===== config.mk =====
export PLATFORM = sky130hd
export DESIGN_NAME = burst_addr_seq
export DESIGN_NICKNAME = d
export VERILOG_FILES = /design/src/rtl/burst_seq_pkg.sv /design/src/rtl/bseq_rst_sync.sv /design/src/rtl/bseq_state.sv /design/src/rtl/bseq_order.sv /design/src/rtl/burst_addr_seq.sv
export SDC_FILE = /design/constraint.sdc
export NUM_CORES = 1
export LEC_CHECK = 0
export BUFFER_PORTS_ARGS = -buffer_cell sky130_fd_sc_hd__buf_2
export CAP_MARGIN = 20
export CORE_UTILIZATION = 35
export CTS_BUF_LIST = sky130_fd_sc_hd__clkbuf_16
export CTS_CLUSTER_SIZE = 10
export DETAILED_ROUTE_END_ITERATION = 7
export GPL_TIMING_DRIVEN = 0
export PLACE_DENSITY = 0.61
export SLEW_MARGIN = 20
export SYNTH_ARGS = -nofsm -noshare
export SYNTH_HDL_FRONTEND = slang
export SYNTH_SLANG_ARGS = --single-unit

===== constraint.sdc =====
create_clock -name clk -period 1.2 [get_ports clk]
set_clock_uncertainty 0.15 [all_clocks]
set_input_delay 0.06 -clock clk [delete_from_list [all_inputs] [get_ports clk]]
set_output_delay 0.06 -clock clk [all_outputs]
set_load 0.02 [all_outputs]

===== src/rtl/burst_seq_pkg.sv =====
package burst_seq_pkg;
  localparam int unsigned BURST_LOW_W = 2;

  typedef enum logic {
    ORD_LINEAR = 1'b0,
    ORD_XOR    = 1'b1
  } burst_order_e;
endpackage


===== src/rtl/bseq_rst_sync.sv =====
module bseq_rst_sync #(
  parameter int unsigned STAGES = 2
) (
  input  logic clk,
  input  logic rst_n,
  output logic rst_sync_n
);
  logic [STAGES-1:0] sync_q;

  always_ff @(posedge clk or negedge rst_n) begin
    if (!rst_n) sync_q <= '0;
    else        sync_q <= {sync_q[STAGES-2:0], 1'b1};
  end

  assign rst_sync_n = sync_q[STAGES-1];
endmodule


===== src/rtl/bseq_state.sv =====
module bseq_state #(
  parameter int unsigned ADDR_W = 18,
  parameter int unsigned LOW_W  = 2
) (
  input  logic                    clk,
  input  logic                    rst_n,
  input  logic                    stall,
  input  logic                    seq_advance,
  input  logic [ADDR_W-1:0]       addr_in,
  output logic                    loaded,
  output logic [LOW_W-1:0]        start,
  output logic [ADDR_W-LOW_W-1:0] upper,
  output logic [LOW_W-1:0]        beat
);
  localparam int unsigned UP_W = ADDR_W - LOW_W;

  logic              loaded_q, loaded_d;
  logic [LOW_W-1:0]  start_q,  start_d;
  logic [UP_W-1:0]   upper_q,  upper_d;
  logic [LOW_W-1:0]  beat_q,   beat_d;

  always_comb begin
    loaded_d = loaded_q;
    start_d  = start_q;
    upper_d  = upper_q;
    beat_d   = beat_q;
    if (!stall) begin
      if (!seq_advance) begin
        loaded_d = 1'b1;
        start_d  = addr_in[LOW_W-1:0];
        upper_d  = addr_in[ADDR_W-1:LOW_W];
        beat_d   = '0;
      end else begin
        beat_d   = beat_q + LOW_W'(1);
      end
    end
  end

  always_ff @(posedge clk or negedge rst_n) begin
    if (!rst_n) begin
      loaded_q <= 1'b0;
      start_q  <= '0;
      upper_q  <= '0;
      beat_q   <= '0;
    end else begin
      loaded_q <= loaded_d;
      start_q  <= start_d;
      upper_q  <= upper_d;
      beat_q   <= beat_d;
    end
  end

  assign loaded = loaded_q;
  assign start  = start_q;
  assign upper  = upper_q;
  assign beat   = beat_q;
endmodule


===== src/rtl/bseq_order.sv =====
module bseq_order
  import burst_seq_pkg::*;
#(
  parameter int unsigned LOW_W       = 2,
  parameter bit          SUPPORT_XOR = 1'b1
) (
  input  burst_order_e     order,
  input  logic [LOW_W-1:0] start,
  input  logic [LOW_W-1:0] beat,
  output logic [LOW_W-1:0] low
);
  logic [LOW_W-1:0] lin_low;

  assign lin_low = start + beat;

  generate
    if (SUPPORT_XOR) begin : g_both
      logic [LOW_W-1:0] xor_low;
      assign xor_low = start ^ beat;
      always_comb begin
        unique case (order)
          ORD_XOR: low = xor_low;
          default: low = lin_low;
        endcase
      end
    end else begin : g_linear_only
      logic unused_order;
      assign unused_order = order;
      assign low = lin_low;
    end
  endgenerate
endmodule


===== src/rtl/burst_addr_seq.sv =====
module burst_addr_seq
  import burst_seq_pkg::*;
#(
  parameter int unsigned ADDR_W      = 18,
  parameter int unsigned LOW_W       = BURST_LOW_W,
  parameter bit          SUPPORT_XOR = 1'b1
) (
  input  logic              clk,
  input  logic              rst_n,
  input  logic              stall,
  input  logic              seq_advance,
  input  logic              mode_ilv,
  input  logic [ADDR_W-1:0] addr_in,
  output logic [ADDR_W-1:0] addr_out,
  output logic [LOW_W-1:0]  beat_out
);
  localparam int unsigned UP_W = ADDR_W - LOW_W;

  logic             rst_sync_n;
  logic             loaded;
  logic [LOW_W-1:0] start;
  logic [UP_W-1:0]  upper;
  logic [LOW_W-1:0] beat;
  logic [LOW_W-1:0] low;
  burst_order_e     order;

  assign order = mode_ilv ? ORD_XOR : ORD_LINEAR;

  bseq_rst_sync #(.STAGES(2)) u_rst (
    .clk        (clk),
    .rst_n      (rst_n),
    .rst_sync_n (rst_sync_n)
  );

  bseq_state #(.ADDR_W(ADDR_W), .LOW_W(LOW_W)) u_state (
    .clk         (clk),
    .rst_n       (rst_sync_n),
    .stall       (stall),
    .seq_advance (seq_advance),
    .addr_in     (addr_in),
    .loaded      (loaded),
    .start       (start),
    .upper       (upper),
    .beat        (beat)
  );

  bseq_order #(.LOW_W(LOW_W), .SUPPORT_XOR(SUPPORT_XOR)) u_order (
    .order (order),
    .start (start),
    .beat  (beat),
    .low   (low)
  );

  assign addr_out = loaded ? {upper, low} : addr_in;
  assign beat_out = beat;
endmodule


==> results.py <==
metrics = {
    "sta": {
        "hold_viol": 0,
        "post-route-min-period_ps": 1650,
        "hold_ws_ps": 10.6,
        "drv_slew": 0,
        "rsz0062_at_grt": "yes",
        "finalSetupTns_ps": -6950,
        "finalWorstSetupSlack_ps": -449,
        "setup_viol_count_final": 19,
        "max_freq_ghz": 0.607,
        "min_period_over_period": 1.37,
    },
    "logic_synthesis": {
        "synth_top_area_frac": 0.502,
        "synthCells": 76,
        "syn_avg_cell_area_um2": 15.1,
        "synth_nets": 100,
        "seq_area_frac_synth": 0.502,
        "synthDistinctLibCells": 15,
        "synth-warning-count": 0,
        "ys_seq_elements": 23,
        "synth_area_um2": 1150,
        "synth.area.top_cells": "dfrtp_1, mux2_2, mux2_4",
        "yosysTopAreaCell": "dfrtp_1",
    },
    "floorplanning": {
        "num_io_pins": 43,
        "initial_core_util": 0.372,
        "fp.dieH_um": 59.2,
        "die_w_um": 59.2,
        "core_um2": 3080,
        "design.die.area_um2": 3510,
        "num_rows": 20,
    },
    "cells_and_area": {
        "layout_commonest_cell": "buf_2",
        "multi_input_area_um2": 589,
        "ff_latch_area_um2": 578,
        "syn_to_final_growth_pct": 74.5,
        "fin_nets": 175,
        "final_cell_mix": "buf_2, dlygate4sd3_1, dfrtp_1",
        "n_antenna_cell": 0,
        "drive_gt1_frac": 0.653,
        "fillers": 245,
    },
    "route": {
        "drt-total-wl_mm": 2.36,
        "detail_route.vias_per_cell": 4.45,
        "drc_errors": 0,
        "vias": 863,
        "drt_iter0_markers": 2,
        "drt.antenna.violating_nets": 0,
        "drt_first_pass_iters": 2,
        "detail_route.wl_per_cell_um": 12.1,
    },
    "cts": {
        "clk_pin_slew_ps": 60,
        "clockRootBuffer": "clkbuf_16",
        "cts_tree": "built",
        "clk_latency_ps": 250,
        "cts_buffers": 3,
        "clkSinkCount": 23,
        "h-tree-depth": 1,
        "cts_buffer_depth": 2,
    },
    "placement": {
        "gp_congestion": 0.637,
        "port-buffer-count": 42,
        "hpwl_mm": 1.44,
    },
    "power_and_ir_drop": {
        "ir_worst_vdd_uv": 943,
        "p_comb_frac": 0.339,
        "p_leak_nw": 0.948,
        "switchingPower_mw": 0.642,
        "seqPwrFrac": 0.383,
        "pwr_density_cell_nw_per_um2": 1240,
        "clkPwrFrac": 0.279,
        "internal-power_mw": 1.85,
        "p_sw_frac": 0.258,
    },
    "worst_setup_path": {
        "max_stage_delay_ps": 420,
        "slowest_stage": "dfrtp_2",
        "required_ps": 990,
        "crit_fanout": 2,
        "critPathLaunchType": "flop",
        "worstSetupStartpoint": "u_state.beat[0]",
        "rr_startpoint": "u_state.loaded",
        "crit_path_end_kind": "output port",
        "path_cells": "ha_4, nor2b_4, xnor2_1, mux2_4, buf_6",
        "worstPathArrival_ps": 1440,
        "critPathKind": "flop to output port",
    },
    "grt": {
        "grt_max_degree": 22,
        "grt_pass1_wl_mm": 4.08,
        "antenna_found_initial": 0,
        "grt_pass1_vias": 907,
        "grt-ovfl-total": 0,
        "grt.total_usage": 0.158,
    },
    "outcome": {
        "outcome": "finished, violations left",
        "violations": "setup timing",
    },
    "worst_hold_path": {
        "min_from": "stall",
        "hp-class": "primary input to flop",
    },
    "flow_run": {
        "drv_cap": 0,
    },
}
==> sequential cells by signal, summed over array words and instances (netlist names) <==
signal          count
u_rst.sync_q        2
u_state.beat        2
u_state.loaded      1
u_state.start       2
u_state.upper      16
==> synthesized netlist by cell type, drive strengths merged <==
cell and instances:
nand2b 1, nor2 1, or2b 1, o21ai 3
or2 1, ha 1, buf 3, nand2 1
nor2b 2, dfrtp 23, conb 1, mux2 36
xnor2 2
==> cell families (layout without fill, tap and decap cells) <==
kind of cell,Yosys count,after routing,synth area share
AOI/OAI and AO/OA,3,3,0.0131
xor gates and xnor gates,2,2,0.0153
adders and majority gates,1,1,0.0109
buffers and inverters,3,77,0.0306
DFF,23,23,0.502
muxes,36,36,0.383
other,1,1,0.00327
and+or+nand+nor,7,7,0.0415
==> timing repair <==
item	in CTS	in global routing
buffers inserted	5	1
gates cloned	1	0
hold endpoints to repair	22	0
hold buffers	21	0
pin swaps	0	0
endpoints found under the setup margin	19	21
resized for setup	38	2
==> stage by stage <==
stage	worst slack, ps	instance area (µm²)	util	power, mW	std cells
detailed placement	-237	1480	0.480	1.60	162
global route	-494	2000	0.650	2.62	194
floorplan	-154	1210	-	1.40	76
finish	-449	2000	0.650	2.49	194
CTS	-459	1990	0.646	2.52	193
global placement	-225	1480	0.480	1.58	162
==> power by group through the flow <==
stage          Combinational [mW]  Sequential [mW]  Clock, mW
2_1_floorplan               0.442            0.958          0
3_3_place_gp                0.618            0.961          0
3_5_place_dp                0.631            0.967          0
4_1_cts                     0.842            0.951      0.722
5_1_grt                     0.900            0.968      0.750
6_report                    0.843            0.951      0.693
==> worst paths after layout <==
kind / endpoint / slack (ps) / cells past startpoint
min in group asynchronous: u_state.start[1] / 60 / 0
setup / recovery: addr_out[1] / -450 / 5
setup reg to reg: u_state.loaded / -120 / 4
hold / removal: u_state.beat[1] / 10 / 3
hold reg to reg: u_state.start[1] / 60 / 0
max in group asynchronous: u_rst.sync_q[1] / 270 / 3
==> final cells by class <==
| cell class | count | area share |
|---|---|---|
| clock inverters | 1 | 0.00250 |
| flip-flops and latches | 23 | 0.289 |
| plain buffers | 3 | 0.0257 |
| well taps | 44 | 0.0275 |
| repair buffers | 70 | 0.323 |
| multi-input cells | 50 | 0.295 |
| clock buffers | 3 | 0.0375 |
==> layer usage <==
metal	share of wire	track usage
met1	0.41	0.182
met4	0.0042	0.0204
met2	0.54	0.303
met3	0.042	0.0328
met5	0	0
==> worst max-delay path, delay by kind of cell (launching register included) <==
kind | cells | cell delay, ps
flops | 1 | 420
mux | 1 | 260
fa+ha+maj | 1 | 150
buf+inv | 1 | 130
simple gates | 1 | 110
xor+xnor | 1 | 110
Note: power is estimated with default switching activity, not from simulation.
